## config.mk

```make
export PLATFORM = sky130hd
export DESIGN_NAME = irq_entry_unit
export DESIGN_NICKNAME = d
export VERILOG_FILES = /design/src/rtl/irq_entry_pkg.sv /design/src/rtl/irq_take_check.sv /design/src/rtl/irq_vector_calc.sv /design/src/rtl/irq_save_bank.sv /design/src/rtl/irq_entry_unit.sv
export SDC_FILE = /design/constraint.sdc
export NUM_CORES = 1
export LEC_CHECK = 0
export BUFFER_PORTS_ARGS = -buffer_cell sky130_fd_sc_hd__buf_2
export CAP_MARGIN = 20
export CORE_AREA = 2 2 336 338
export CTS_CLUSTER_DIAMETER = 60
export DETAILED_ROUTE_END_ITERATION = 16
export DIE_AREA = 0 0 338 340
export PLACE_DENSITY = 0.4
export SYNTH_ARGS = -nofsm -noshare
export SYNTH_HDL_FRONTEND = slang
export SYNTH_SLANG_ARGS = --single-unit
```

## constraint.sdc

```tcl
create_clock -name clk -period 5.5 [get_ports clk]
set_clock_uncertainty 0.05 [all_clocks]
set_input_delay 1.1 -clock clk [delete_from_list [all_inputs] [get_ports clk]]
set_output_delay 1.1 -clock clk [all_outputs]
set_load 0.02 [all_outputs]
```

## src/rtl/irq_entry_pkg.sv

```systemverilog
package irq_entry_pkg;

  typedef enum logic [2:0] {
    KIND_NONE   = 3'd0,
    KIND_HIGH   = 3'd1,
    KIND_KERNEL = 3'd2,
    KIND_USER   = 3'd3,
    KIND_DOUBLE = 3'd4
  } entry_kind_e;

  // Status word layout
  localparam int PS_LVL_LSB = 0;
  localparam int PS_EXCM    = 4;
  localparam int PS_UM      = 5;

endpackage

```

## src/rtl/irq_take_check.sv

```systemverilog
module irq_take_check #(
  parameter int NLEVEL = 6,
  parameter int NINT   = 32,
  parameter int LVL_W  = 4
) (
  input  logic [LVL_W-1:0]       pend_level_i,
  input  logic [LVL_W-1:0]       cur_level_i,
  input  logic [NLEVEL*NINT-1:0] level_mask_i,
  input  logic [NINT-1:0]        int_set_i,
  input  logic [NINT-1:0]        int_enable_i,
  output logic                   take_o
);

  logic [NINT-1:0]  live;
  logic [NLEVEL:0]  lvl_hit;
  logic             hit_sel;
  logic             lvl_ok;

  assign live       = int_set_i & int_enable_i;
  assign lvl_hit[0] = 1'b0;

  for (genvar g = 1; g <= NLEVEL; g++) begin : g_lvl
    assign lvl_hit[g] = |(level_mask_i[(g-1)*NINT +: NINT] & live);
  end

  always_comb begin
    hit_sel = 1'b0;
    for (int i = 0; i <= NLEVEL; i++) begin
      if (int'(pend_level_i) == i) hit_sel = lvl_hit[i];
    end
  end

  assign lvl_ok = (pend_level_i > cur_level_i) && (int'(pend_level_i) <= NLEVEL);
  assign take_o = lvl_ok && hit_sel;

endmodule

```

## src/rtl/irq_vector_calc.sv

```systemverilog
module irq_vector_calc
  import irq_entry_pkg::*;
#(
  parameter int              XLEN            = 32,
  parameter int              LVL_W           = 4,
  parameter bit              RELOC           = 1'b1,
  parameter logic [XLEN-1:0] DEF_VECBASE     = 32'h4000_0000,
  parameter logic [XLEN-1:0] HIGH_VEC_OFS    = 32'h0000_0180,
  parameter logic [XLEN-1:0] HIGH_VEC_STRIDE = 32'h0000_0040,
  parameter logic [XLEN-1:0] KERNEL_VEC_OFS  = 32'h0000_0300,
  parameter logic [XLEN-1:0] USER_VEC_OFS    = 32'h0000_0340,
  parameter logic [XLEN-1:0] DOUBLE_VEC_OFS  = 32'h0000_03C0
) (
  input  entry_kind_e      kind_i,
  input  logic [LVL_W-1:0] level_i,
  input  logic [XLEN-1:0]  vecbase_i,
  output logic [XLEN-1:0]  vector_o
);

  logic [XLEN-1:0] lvl_wide;
  logic [XLEN-1:0] def_vec;

  assign lvl_wide = {{(XLEN-LVL_W){1'b0}}, level_i};

  always_comb begin
    unique case (kind_i)
      KIND_HIGH:   def_vec = DEF_VECBASE + HIGH_VEC_OFS + (lvl_wide - XLEN'(2)) * HIGH_VEC_STRIDE;
      KIND_KERNEL: def_vec = DEF_VECBASE + KERNEL_VEC_OFS;
      KIND_USER:   def_vec = DEF_VECBASE + USER_VEC_OFS;
      KIND_DOUBLE: def_vec = DEF_VECBASE + DOUBLE_VEC_OFS;
      default:     def_vec = DEF_VECBASE;
    endcase
  end

  if (RELOC) begin : g_reloc
    assign vector_o = def_vec - DEF_VECBASE + vecbase_i;
  end else begin : g_fixed
    logic [XLEN-1:0] unused_vb;
    assign unused_vb = vecbase_i;
    assign vector_o  = def_vec;
  end

endmodule

```

## src/rtl/irq_save_bank.sv

```systemverilog
module irq_save_bank
  import irq_entry_pkg::*;
#(
  parameter int XLEN     = 32,
  parameter int NLEVEL   = 6,
  parameter int LVL_W    = 4,
  parameter bit HAS_DEPC = 1'b1
) (
  input  logic                   clk,
  input  logic                   rst,
  input  logic                   wr_i,
  input  entry_kind_e            kind_i,
  input  logic [LVL_W-1:0]       level_i,
  input  logic [XLEN-1:0]        pc_i,
  input  logic [XLEN-1:0]        status_i,
  output logic [NLEVEL*XLEN-1:0] epc_o,
  output logic [NLEVEL*XLEN-1:0] eps_o,
  output logic [XLEN-1:0]        depc_o
);

  logic l1_pc_wr;
  logic is_double;

  assign is_double = (kind_i == KIND_DOUBLE);
  assign l1_pc_wr  = wr_i && ((kind_i == KIND_KERNEL) || (kind_i == KIND_USER) ||
                              (is_double && !HAS_DEPC));

  for (genvar g = 1; g <= NLEVEL; g++) begin : g_slot
    logic hi_wr;
    assign hi_wr = wr_i && (kind_i == KIND_HIGH) && (int'(level_i) == g);

    if (g == 1) begin : g_one
      always_ff @(posedge clk) begin
        if (rst)           epc_o[0 +: XLEN] <= '0;
        else if (l1_pc_wr) epc_o[0 +: XLEN] <= pc_i;
      end
      assign eps_o[0 +: XLEN] = '0;
      logic unused_hi;
      assign unused_hi = hi_wr;
    end else begin : g_high
      always_ff @(posedge clk) begin
        if (rst) begin
          epc_o[(g-1)*XLEN +: XLEN] <= '0;
          eps_o[(g-1)*XLEN +: XLEN] <= '0;
        end else if (hi_wr) begin
          epc_o[(g-1)*XLEN +: XLEN] <= pc_i;
          eps_o[(g-1)*XLEN +: XLEN] <= status_i;
        end
      end
    end
  end

  if (HAS_DEPC) begin : g_depc
    always_ff @(posedge clk) begin
      if (rst)                   depc_o <= '0;
      else if (wr_i && is_double) depc_o <= pc_i;
    end
  end else begin : g_no_depc
    assign depc_o = '0;
  end

endmodule

```

## src/rtl/irq_entry_unit.sv

```systemverilog
module irq_entry_unit
  import irq_entry_pkg::*;
#(
  parameter int              XLEN            = 32,
  parameter int              NLEVEL          = 6,
  parameter int              NINT            = 32,
  parameter int              LVL_W           = 4,
  parameter int              CAUSE_W         = 6,
  parameter logic [CAUSE_W-1:0] CAUSE_L1     = 6'd4,
  parameter bit              HAS_DEPC        = 1'b1,
  parameter bit              RELOC           = 1'b1,
  parameter logic [XLEN-1:0] DEF_VECBASE     = 32'h4000_0000,
  parameter logic [XLEN-1:0] HIGH_VEC_OFS    = 32'h0000_0180,
  parameter logic [XLEN-1:0] HIGH_VEC_STRIDE = 32'h0000_0040,
  parameter logic [XLEN-1:0] KERNEL_VEC_OFS  = 32'h0000_0300,
  parameter logic [XLEN-1:0] USER_VEC_OFS    = 32'h0000_0340,
  parameter logic [XLEN-1:0] DOUBLE_VEC_OFS  = 32'h0000_03C0
) (
  input  logic                   clk,
  input  logic                   rst,
  input  logic                   eval_i,
  input  logic [LVL_W-1:0]       pend_level_i,
  input  logic [LVL_W-1:0]       cur_level_i,
  input  logic [NLEVEL*NINT-1:0] level_mask_i,
  input  logic [NINT-1:0]        int_set_i,
  input  logic [NINT-1:0]        int_enable_i,
  input  logic [XLEN-1:0]        status_i,
  input  logic [XLEN-1:0]        pc_i,
  input  logic [XLEN-1:0]        vecbase_i,
  output logic                   taken_o,
  output logic [2:0]             kind_o,
  output logic [XLEN-1:0]        status_o,
  output logic [XLEN-1:0]        next_pc_o,
  output logic [CAUSE_W-1:0]     cause_o,
  output logic [NLEVEL*XLEN-1:0] epc_o,
  output logic [NLEVEL*XLEN-1:0] eps_o,
  output logic [XLEN-1:0]        depc_o
);

  logic            take_ok;
  logic            accept;
  entry_kind_e     kind_d;
  logic [XLEN-1:0] status_d;
  logic [XLEN-1:0] vector_d;

  irq_take_check #(
    .NLEVEL(NLEVEL), .NINT(NINT), .LVL_W(LVL_W)
  ) u_take (
    .pend_level_i (pend_level_i),
    .cur_level_i  (cur_level_i),
    .level_mask_i (level_mask_i),
    .int_set_i    (int_set_i),
    .int_enable_i (int_enable_i),
    .take_o       (take_ok)
  );

  assign accept = eval_i && take_ok;

  // Classify the entry
  always_comb begin
    if (!accept)                     kind_d = KIND_NONE;
    else if (pend_level_i > LVL_W'(1)) kind_d = KIND_HIGH;
    else if (status_i[PS_EXCM])      kind_d = KIND_DOUBLE;
    else if (status_i[PS_UM])        kind_d = KIND_USER;
    else                             kind_d = KIND_KERNEL;
  end

  always_comb begin
    status_d = status_i;
    if (kind_d == KIND_HIGH) status_d[PS_LVL_LSB +: LVL_W] = pend_level_i;
    status_d[PS_EXCM] = 1'b1;
  end

  irq_vector_calc #(
    .XLEN(XLEN), .LVL_W(LVL_W), .RELOC(RELOC), .DEF_VECBASE(DEF_VECBASE),
    .HIGH_VEC_OFS(HIGH_VEC_OFS), .HIGH_VEC_STRIDE(HIGH_VEC_STRIDE),
    .KERNEL_VEC_OFS(KERNEL_VEC_OFS), .USER_VEC_OFS(USER_VEC_OFS),
    .DOUBLE_VEC_OFS(DOUBLE_VEC_OFS)
  ) u_vec (
    .kind_i    (kind_d),
    .level_i   (pend_level_i),
    .vecbase_i (vecbase_i),
    .vector_o  (vector_d)
  );

  irq_save_bank #(
    .XLEN(XLEN), .NLEVEL(NLEVEL), .LVL_W(LVL_W), .HAS_DEPC(HAS_DEPC)
  ) u_bank (
    .clk      (clk),
    .rst      (rst),
    .wr_i     (accept),
    .kind_i   (kind_d),
    .level_i  (pend_level_i),
    .pc_i     (pc_i),
    .status_i (status_i),
    .epc_o    (epc_o),
    .eps_o    (eps_o),
    .depc_o   (depc_o)
  );

  always_ff @(posedge clk) begin
    if (rst) begin
      taken_o   <= 1'b0;
      kind_o    <= KIND_NONE;
      status_o  <= '0;
      next_pc_o <= '0;
      cause_o   <= '0;
    end else begin
      taken_o <= accept;
      kind_o  <= kind_d;
      if (accept) begin
        status_o  <= status_d;
        next_pc_o <= vector_d;
        if (kind_d != KIND_HIGH) cause_o <= CAUSE_L1;
      end
    end
  end

endmodule

```

==> results.cfg <==
[outcome]
outcome = complete, no violations

[route]
vias = 18677
routedWlPerCell_microns = 23.2
drt_iter0_drc = 1111
antenna_left = 0
drtPass1Iterations = 7
drt_wl_total_microns = 105000
drt_drc_violations_left = 0
via_per_inst = 4.14

[worst_setup_path]
path_cells = buf_2 -> nor2_1 -> nand2_1 -> a311oi_1 -> nand3_1 -> nand4_1 -> buf_4 -> nor2_4 -> buf_4 -> and3_1 -> ha_1 -> ha_1 -> and3_1 -> buf_4 -> o2111ai_1 -> a211oi_1 -> buf_4 -> nor2_1 -> a31oi_1 -> xor2_1 -> nand2_1 -> a21oi_1
crit_top_cell = buf_4
ff2ff_path_depth = 2
slowest_delay_ns = 0.51
required_ns = 5.99
crit_family = simple AND/OR/NAND/NOR gates
regToRegStartpoint = next_pc_o[8]$_SDFFE_PP0P_
crit_slowest_cell = a311oi_1
critical_path_peak_fanout = 10
critPathBufInv = 5
end_kind = register
critical_path_class = primary input to register
r2r-end = next_pc_o[8]$_SDFFE_PP0P_
cp-start-kind = primary input
r2r_slack_ns = 4.71
cp_data_arrival_time_ns = 5.64

[cells_and_area]
stdcell_count = 4507
multiInputGateArea_sq_um = 9730
nNetsFinal = 3373
syn_to_final_growth_pct = 45.0
fin_util = 0.253
final_area_sq_um = 28200
layout-drive-gt1-share = 0.354
fill_cells = 12337
final-seq-area_sq_um = 9070

[pwr]
internal-power_mw = 6.05
switching_share = 0.274
seq_power_share = 0.399
p_comb_frac = 0.097
total_power_mw = 8.33
p_per_area_nw_per_um2 = 295
vdd_drop_max_mv = 0.175
pwr-share-clk = 0.504
p_leak_nw = 12.3
switchingPower_mw = 2.28

[global_routing]
grt_pass1_wl_microns = 142000
antenna_found_initial = 23
grt-ovfl-total = 0
track_usage = 0.174
grt_pass1_vias = 18554
grt_max_degree = 152

[logic_synthesis]
yosys-top-cells-area = dfxtp_1 47%, mux2i_1 22%, nor2_1 9.0%, nand3_1 5.1%, ha_1 3.8%
synth_edf_count = 0
synthFlopType = dfxtp_1
async_reset_ff_frac = 0
ys_seq_area_frac = 0.466
avgSynthCellArea_sq_um = 9.56
yosysTopAreaCell = dfxtp_1
synth_top_area_frac = 0.466
postSynthCellCount = 2036
synth.ff_latch_count = 453
yosysMostFrequentCell = nor2_1
synth_commonest_cells = 467 x nor2_1, 453 x dfxtp_1, 432 x mux2i_1, 197 x nand3_1, 59 x ha_1
syn_area_sq_um = 19500
synth_cell_types = 61
yosys_warnings = 0

[floorplan]
rows = 123
die_area_sq_um = 115000
core_sq_um = 112000
die_h_microns = 340
die_x_microns = 338
ios = 853
start_util = 0.174

[clock_tree]
cts_resized = 0
cts_tree = yes
clock_sinks = 453
clock_path_buffers = 3
cts_root_buf = clkbuf_16
numCtsBuffers = 67
ctsHoldBuffers = 0
cts_setup_buffers = 0
clk_pin_slew_ns = 0.06
htreeDepth = 3
clk_latency_ns = 0.60

[placed_design]
dp.cells = 4381
dpl_cell_area_sq_um = 26000
io_buffers = 815
routabilityCongestion = 1.03
hpwl_microns = 80800

[timing]
final_hold_viol_count = 0
timing.fmax_mhz = 194
fin_crit_ns = 5.15
worstMarginPinSlew_ns = 1.02
slew_violations = 0
rsz0062_at_grt = false
maxSlewHeadroom = 0.323
finalCritPeriodShare = 0.936
setup_viol = 0
finalSetupTns_ns = 0

[hold_path]
worstHoldStart = next_pc_o[27]$_SDFFE_PP0P_
min_to = next_pc_o[27]$_SDFFE_PP0P_
hold_depth = 2
hp-class = register to register

[flow_run]
cap_violations = 0
[layout by cell type (no fill, tap or decap), types with 7 or more instances in the layout]
cell type / Yosys / final
buf_4: 38 / 118
clkinv_2: 0 / 7
and3_1: 10 / 10
nor3_1: 14 / 12
clkbuf_1: 53 / 16
conb_1: 1 / 39
nand3_1: 197 / 197
nand2_1: 28 / 28
inv_1: 16 / 16
nor4_1: 11 / 11
a21oi_1: 25 / 25
nand4_1: 47 / 47
mux2i_1: 432 / 432
dfxtp_1: 453 / 453
buf_2: 43 / 814
xnor2_1: 16 / 16
nor2_1: 467 / 466
a211oi_1: 10 / 10
o21ai_0: 19 / 19
diode_2: 0 / 10
clkbuf_16: 0 / 67
buf_12: 0 / 16
ha_1: 59 / 59
[worst max-delay path by stage]
stage	start	end	cells after the start	slack [ns]
global route	pend_level_i[0]	next_pc_o[30]$_SDFFE_PP0P_	23	0.06
global placement	pend_level_i[1]	next_pc_o[30]$_SDFFE_PP0P_	22	-0.43
CTS	pend_level_i[0]	next_pc_o[30]$_SDFFE_PP0P_	21	0.30
floorplan	cur_level_i[1]	next_pc_o[23]$_SDFFE_PP0P_	20	0.34
finish	pend_level_i[0]	next_pc_o[26]$_SDFFE_PP0P_	22	0.35
detailed placement	pend_level_i[0]	next_pc_o[30]$_SDFFE_PP0P_	21	-0.36
[kinds of logic after synthesis]
family / Yosys count / share of synthesized area
XOR/XNOR: 22 / 0.00990
adder cells (fa/ha/maj): 60 / 0.0390
flip-flops: 453 / 0.466
other: 1 / 0.000193
multiplexers: 433 / 0.223
AND/OR/NAND/NOR: 803 / 0.183
buffers and inverters: 159 / 0.0435
AO/OA/AOI/OAI: 105 / 0.0361
[worst reg2reg max path, cell delays in order (launching register included)]
cell      delay (ns)
dfxtp_1         0.38
nor2_1          0.06
a211oi_1        0.21
[registers in the layout, summed over array words and instances, names as in the netlist]
register	flops
u_bank.depc_o	32
u_bank.epc_o	192
status_o	32
cause_o	1
kind_o	3
u_bank.eps_o	160
next_pc_o	32
taken_o	1
[per-stage QoR]
step | hold WS [ns] | worst slack, ns
5_1_grt | 0.447 | 0.0616
4_1_cts | 0.428 | 0.296
3_3_place_gp | 0.401 | -0.429
3_5_place_dp | 0.414 | -0.356
2_1_floorplan | 0.489 | 0.340
6_report | 0.423 | 0.350
[power by group through the flow]
| stage | Clock (mW) | Combinational (mW) | Sequential [mW] |
|---|---|---|---|
| after global routing | 4.50 | 0.860 | 3.32 |
| final | 4.20 | 0.806 | 3.32 |
| after detailed placement | 0 | 0.806 | 3.39 |
| after global placement | 0 | 0.813 | 3.39 |
| after floorplan | 0 | 0.291 | 3.43 |
| after CTS | 4.37 | 0.810 | 3.32 |
[area by class of cell]
type                       instances  share of cell area
multi-input combinational       1462               0.345
sequential                       453               0.321
timing repair buffer             949               0.188
tap                             1500              0.0665
clock buffer                      88              0.0640
clock inverter                    28              0.0125
inverter                          17             0.00226
antenna                           10            0.000887
[routing by layer]
layer	routed length (microns)	GRT usage
met4	5300	0.0855
met2	52400	0.311
met5	32	0
met1	38500	0.184
met3	8490	0.0555
Power figures use the tool's default switching activity.
